==> src/rtl/scam_resp_pkg.sv <==
package scam_resp_pkg;

    typedef enum logic [2:0] {
        ST_IDLE,
        ST_WATCH,
        ST_RESPOND,
        ST_HELD,
        ST_SOFT
    } resp_state_e;

    typedef struct packed {
        logic bsy_n;
        logic sel_n;
        logic msg_n;
    } bus_lines_t;

endpackage

==> src/rtl/scam_bus_sync.sv <==
module scam_bus_sync
    import scam_resp_pkg::*;
#(
    parameter int unsigned STAGES = 2
) (
    input  logic       clk,
    input  logic       rst_n,
    input  bus_lines_t raw,
    output bus_lines_t synced
);
    localparam int unsigned LINES = $bits(bus_lines_t);

    logic [LINES-1:0] raw_v;
    logic [LINES-1:0] out_v;

    assign raw_v  = raw;
    assign synced = out_v;

    for (genvar g = 0; g < LINES; g++) begin : g_line
        logic [STAGES-1:0] pipe_q;
        // Bus lines idle released (high); reset there to avoid a false edge.
        always_ff @(posedge clk or negedge rst_n) begin
            if (!rst_n) pipe_q <= '1;
            else        pipe_q <= {pipe_q[STAGES-2:0], raw_v[g]};
        end
        assign out_v[g] = pipe_q[STAGES-1];
    end

endmodule

==> src/rtl/scam_sel_detect.sv <==
module scam_sel_detect
    import scam_resp_pkg::*;
(
    input  logic       clk,
    input  logic       rst_n,
    input  bus_lines_t synced,
    output logic       attempt
);
    logic bsy_prev_q;

    always_ff @(posedge clk or negedge rst_n) begin
        if (!rst_n) bsy_prev_q <= 1'b1;
        else        bsy_prev_q <= synced.bsy_n;
    end

    // Release = rising edge of the active-low BSY; SEL and MSG low at that moment.
    assign attempt = synced.bsy_n & ~bsy_prev_q & ~synced.sel_n & ~synced.msg_n;

endmodule

==> src/rtl/scam_resp_regs.sv <==
module scam_resp_regs #(
    parameter int unsigned STAT_W = 2
) (
    input  logic              clk,
    input  logic              rst_n,
    input  logic              ctrl_we,
    input  logic              ctrl_enable,
    input  logic              ctrl_low_level,
    input  logic              ocl_we,
    input  logic              ocl_sel,
    input  logic              ocl_msg,
    input  logic              stat_clr_we,
    input  logic [STAT_W-1:0] stat_clr_bits,
    input  logic              set_evt,
    output logic              en_q,
    output logic              low_q,
    output logic              osel_q,
    output logic              omsg_q,
    output logic [STAT_W-1:0] stat_q
);
    localparam logic [STAT_W-1:0] SEL_CODE = '1;

    always_ff @(posedge clk or negedge rst_n) begin
        if (!rst_n) begin
            en_q  <= 1'b0;
            low_q <= 1'b0;
        end else if (ctrl_we) begin
            en_q  <= ctrl_enable;
            low_q <= ctrl_low_level;
        end
    end

    // Detection presets both output-control bits so a later handoff keeps the lines.
    always_ff @(posedge clk or negedge rst_n) begin
        if (!rst_n) begin
            osel_q <= 1'b0;
            omsg_q <= 1'b0;
        end else if (set_evt) begin
            osel_q <= 1'b1;
            omsg_q <= 1'b1;
        end else if (ocl_we) begin
            osel_q <= ocl_sel;
            omsg_q <= ocl_msg;
        end
    end

    always_ff @(posedge clk or negedge rst_n) begin
        if (!rst_n)                                       stat_q <= '0;
        else if (set_evt)                                 stat_q <= SEL_CODE;
        else if (stat_clr_we && stat_clr_bits == SEL_CODE) stat_q <= '0;
    end

    p_stat_sticky_r6: assert property (@(posedge clk) disable iff (!rst_n)
        (stat_q == SEL_CODE && !(stat_clr_we && stat_clr_bits == SEL_CODE))
        |=> (stat_q == SEL_CODE));

    p_set_wins_r10: assert property (@(posedge clk) disable iff (!rst_n)
        set_evt |=> (stat_q == SEL_CODE));

endmodule

==> src/rtl/scam_resp_fsm.sv <==
module scam_resp_fsm
    import scam_resp_pkg::*;
(
    input  logic clk,
    input  logic rst_n,
    input  logic en,
    input  logic low_lvl,
    input  logic attempt,
    input  logic osel,
    input  logic omsg,
    output logic sel_drv,
    output logic msg_drv,
    output logic set_evt
);
    resp_state_e state_q, state_d;

    always_ff @(posedge clk or negedge rst_n) begin
        if (!rst_n) state_q <= ST_IDLE;
        else        state_q <= state_d;
    end

    always_comb begin
        state_d = state_q;
        unique case (state_q)
            ST_IDLE: begin
                if (low_lvl)  state_d = ST_SOFT;
                else if (en)  state_d = ST_WATCH;
            end
            ST_WATCH: begin
                if (!en || low_lvl) state_d = ST_IDLE;
                else if (attempt)   state_d = ST_RESPOND;
            end
            ST_RESPOND: state_d = ST_HELD;
            ST_HELD: begin
                if (low_lvl) state_d = ST_SOFT;
            end
            ST_SOFT: begin
                if (!low_lvl) state_d = ST_IDLE;
            end
            default: state_d = ST_IDLE;
        endcase
    end

    always_comb begin
        sel_drv = 1'b0;
        msg_drv = 1'b0;
        set_evt = 1'b0;
        unique case (state_q)
            ST_IDLE, ST_WATCH: ;
            ST_RESPOND: begin
                sel_drv = 1'b1;
                msg_drv = 1'b1;
                set_evt = 1'b1;
            end
            ST_HELD: begin
                sel_drv = 1'b1;
                msg_drv = 1'b1;
            end
            ST_SOFT: begin
                sel_drv = osel;
                msg_drv = omsg;
            end
            default: ;
        endcase
    end

    p_hold_while_held_r7: assert property (@(posedge clk) disable iff (!rst_n)
        (state_q == ST_HELD && !low_lvl) |=> (sel_drv && msg_drv));

    p_handoff_no_gap_r8: assert property (@(posedge clk) disable iff (!rst_n)
        (state_q == ST_HELD && low_lvl && osel && omsg) |=> (sel_drv && msg_drv));

endmodule

==> src/rtl/scam_sel_responder.sv <==
module scam_sel_responder
    import scam_resp_pkg::*;
#(
    parameter int unsigned SYNC_STAGES = 2,
    parameter int unsigned STAT_W      = 2
) (
    input  logic              clk,
    input  logic              rst_n,
    input  logic              bus_bsy_n,
    input  logic              bus_sel_n,
    input  logic              bus_msg_n,
    input  logic              ctrl_we,
    input  logic              ctrl_enable,
    input  logic              ctrl_low_level,
    input  logic              ocl_we,
    input  logic              ocl_sel,
    input  logic              ocl_msg,
    input  logic              stat_clr_we,
    input  logic [STAT_W-1:0] stat_clr_bits,
    output logic              sel_drv,
    output logic              msg_drv,
    output logic              irq,
    output logic [STAT_W-1:0] stat
);
    bus_lines_t raw_s, sync_s;
    logic attempt, set_evt;
    logic en_q, low_q, osel_q, omsg_q;

    assign raw_s.bsy_n = bus_bsy_n;
    assign raw_s.sel_n = bus_sel_n;
    assign raw_s.msg_n = bus_msg_n;

    scam_bus_sync #(.STAGES(SYNC_STAGES)) u_sync (
        .clk(clk), .rst_n(rst_n), .raw(raw_s), .synced(sync_s)
    );

    scam_sel_detect u_detect (
        .clk(clk), .rst_n(rst_n), .synced(sync_s), .attempt(attempt)
    );

    scam_resp_regs #(.STAT_W(STAT_W)) u_regs (
        .clk(clk), .rst_n(rst_n),
        .ctrl_we(ctrl_we), .ctrl_enable(ctrl_enable), .ctrl_low_level(ctrl_low_level),
        .ocl_we(ocl_we), .ocl_sel(ocl_sel), .ocl_msg(ocl_msg),
        .stat_clr_we(stat_clr_we), .stat_clr_bits(stat_clr_bits),
        .set_evt(set_evt),
        .en_q(en_q), .low_q(low_q), .osel_q(osel_q), .omsg_q(omsg_q),
        .stat_q(stat)
    );

    scam_resp_fsm u_fsm (
        .clk(clk), .rst_n(rst_n),
        .en(en_q), .low_lvl(low_q), .attempt(attempt),
        .osel(osel_q), .omsg(omsg_q),
        .sel_drv(sel_drv), .msg_drv(msg_drv), .set_evt(set_evt)
    );

    assign irq = &stat;

    p_irq_after_drive_r3: assert property (@(posedge clk) disable iff (!rst_n)
        $rose(irq) |-> ($past(sel_drv) && $past(msg_drv)));

    p_quiet_when_off_r2: assert property (@(posedge clk) disable iff (!rst_n)
        (!en_q && !low_q && !sel_drv && !msg_drv) |=> (!sel_drv && !msg_drv));

endmodule

==> config.mk <==
export PLATFORM = sky130hd
export DESIGN_NAME = scam_sel_responder
export DESIGN_NICKNAME = d
export VERILOG_FILES = /design/src/rtl/scam_resp_pkg.sv /design/src/rtl/scam_bus_sync.sv /design/src/rtl/scam_sel_detect.sv /design/src/rtl/scam_resp_regs.sv /design/src/rtl/scam_resp_fsm.sv /design/src/rtl/scam_sel_responder.sv
export SDC_FILE = /design/constraint.sdc
export NUM_CORES = 1
export LEC_CHECK = 0
export BUFFER_PORTS_ARGS = -buffer_cell sky130_fd_sc_hd__buf_2
export CORE_AREA = 2 2 39 41
export DETAILED_ROUTE_END_ITERATION = 6
export DIE_AREA = 0 0 41 43
export GPL_ROUTABILITY_DRIVEN = 0
export PLACE_DENSITY = 0.7
export SYNTH_ARGS = -nofsm -noshare
export SYNTH_HDL_FRONTEND = slang
export SYNTH_SLANG_ARGS = --single-unit
export TNS_END_PERCENT = 50
==> constraint.sdc <==
create_clock -name clk -period 1.6 [get_ports clk]
set_input_delay 0.16 -clock clk [delete_from_list [all_inputs] [get_ports clk]]
set_output_delay 0.16 -clock clk [all_outputs]
set_load 0.02 [all_outputs]
==> results.md <==
* Outcome: completed
* # Post-CTS Setup Buffers at 0
* Final Skew at 0.005672 ns
* Post-synth top area cell: dfrtp_1
* Crit-path cells: nor2b_1 -> a31o_2 -> buf_2
* Max_cap viols at 0
* Setup violations, final at 0
* Ys Warns at 0
* CP Data Required Time at 1.44 ns
* Deepest clock path buffer count at 2
* Final slew viol count at 0
* Total Wirelength at 897 um
* Cell Pwr Density at 1011 mW/mm^2
* Htree depth at 1
* Final Hold Fails at 0
* Max Fanout on Critical Path at 6
* Most frequent cells in the layout: 18 x buf_2, 8 x dfrtp_1, 7 x dfstp_2
* Setup tns final at 0 ns
* Worst Path Arrival at 1.26 ns
* Routed Antenna Nets at 0
* Top-area cell type share of the netlist area at 35.79%
* DIE AREA at 0.001763 mm^2
* Hold WS at 0.08023 ns
* Flop2flop setup slack at 0.29 ns
* Boundary Pins at 19
* Cts repair resizes at 0
* Startpoint class of the critical path: flip-flop
* Synthesized area at 559.3 um^2
* Buffers and inverters on the worst path at 1
* Post-synth EDFFs at 0
* Slew HR at 77.20%
* Seq/Total Area, Yosys at 68.68%
* Initial antenna violation count at 0
* Starting Density at 40.42%
* Nets at 81
* Core ar. at 0.001384 mm^2
* Commonest non-fill, non-tap cell in the layout: buf_2
* Async set-reset flop share out of synthesis at 100.0%
* Layout cells sized above 1 at 48.48%
* Syn Inst Count at 42
* Worst-path clk slew at 0.08 ns
* RSZ-0062 raised after global routing: no
* Die X at 41 um
* Hold Crit Class: in2reg
* First drt pass iteration count at 4
* Synthesized flop and latch total at 15
* Syn nets at 56
* Synth top area cells: dfrtp_1 36%, dfstp_2 33%, mux2i_1 3.6%, nand2_1 3.4%, a31o_2 3.1%
* Max incr delay on CP at 0.44 ns
* Critical path class: reg2out
* Critical-path cell with the highest stage delay: dfrtp_1
* Setup crit end kind: primary output
* Die H at 43 um
* WL per Instance at 10.94 um
* Peak supply drop at 0.0004440 V
* Placement Rows at 14
* Cell family with most CP delay: flip-flops
* GRT Util Overall at 12.98%
* Total CTS buffers at 3
* P&R area growth vs syn at 29.53%
* Finished Core Util at 52.35%
* Initial drt markers at 3
* Root Driver: clkbuf_4
* Least-Margin Pin Slew at 0.3377 ns
* Ant diodes at 0
* Crit share post-route at 88.90%
* PortBufs at 18
* Drt drc at 0
* Clk Latency, worst-skew pair at 0.28 ns
* Fmax at 703.1 MHz
* Syn_area_per_cell at 13.32 um^2
* Sinks on Clock Net at 15
* Pin count of the biggest net entering global routing at 16
* Min Tclk post-route at 1.422 ns
* Yosys cell types at 18
* Vias in the first global route at 399
* Grt ovf at 0
* Vias per inst at 4.878
* TritonCTS clock tree: yes
* Dpl hpwl at 697.7 um
* First-pass GRT wire length at 1490 um
* Leak at 0.3468 nW
* Vias at 400
* Prevailing post-synth register cell: dfrtp_1
## registers in the layout, indices dropped and copies added, names as in the netlist
name and cells:
u_sync.g_line.pipe_q 6, u_fsm.state_q 3, u_detect.bsy_prev_q 1, u_regs.en_q 1, u_regs.low_q 1, u_regs.omsg_q 1, u_regs.osel_q 1, u_regs.stat_q 1
## metrics by stage
stage,cells,cell area [um^2],power [mW],setup slack (ns)
4_1_cts,82,724.4,0.7511,0.1583
3_5_place_dp,74,654.4,0.5180,0.3058
5_1_grt,82,724.4,0.7779,0.06375
3_3_place_gp,74,654.4,0.5134,0.4337
6_report,82,724.4,0.7324,0.1777
2_1_floorplan,42,559.3,0.4777,0.4655
## cell type report
type	count	area (um^2)
flip-flops and latches	15	384.1
inverters	2	7.507
well taps	16	20.02
clock inverters	1	7.507
repair buffers	22	130.1
multi-input cells	23	152.6
fillers	121	659.4
clock buffers	3	22.52
## power breakdown
group	internal, mW	switching [mW]
combinational	0.0431	0.0411
clock	0.0950	0.121
sequential	0.412	0.0202
total	0.550	0.182
## kinds of logic after synthesis
logic type,count (synthesis),share of synthesized area [%]
muxes,3,5.593
DFF,15,68.68
buffers and inverters,4,4.027
and+or+nand+nor,12,10.29
AOI/OAI and AO/OA,8,11.41
## synth_stat cells, types with 2 or more instances
| master | n |
|---|---|
| nand2_1 | 5 |
| dfstp_2 | 7 |
| inv_1 | 2 |
| nor2_1 | 2 |
| nor2b_1 | 2 |
| o311ai_0 | 2 |
| buf_4 | 2 |
| mux2i_1 | 2 |
| dfrtp_1 | 8 |
| a31o_2 | 2 |
## routing by layer
layer	routed length, um	part of all wire, %	vias to the layer above	track usage, %
li1	-	-	191	-
met1	376	42	196	15.03
met2	465	52	13	19.38
met3	56	6.2	0	4.712
met4	0	0	0	8.000
met5	0	0	-	0
## worst paths after layout
check,from,endpoint,depth (start not counted)
worst max-delay path,u_fsm.state_q[2]$_DFFE_PN0P_,msg_drv,3
worst min-delay path,ctrl_we,u_regs.en_q$_DFFE_PN0P_,2
worst max register to register,u_sync.g_line[2].pipe_q[1]$_DFF_PN1_,u_fsm.state_q[0]$_DFFE_PN0P_,3
worst min register to register,u_sync.g_line[2].pipe_q[0]$_DFF_PN1_,u_sync.g_line[2].pipe_q[1]$_DFF_PN1_,0
max in group asynchronous,rst_n,u_sync.g_line[1].pipe_q[0]$_DFF_PN1_,2
min in group asynchronous,rst_n,u_regs.stat_q[0]$_DFFE_PN0P_,2
## timing repair
| action | CTS | global route |
|---|---|---|
| endpoints found under the hold margin | 11 | 0 |
| hold buffers | 4 | 0 |
| endpoints found under the setup margin | 0 | 0 |
Note: power is estimated with default switching activity, not from simulation.
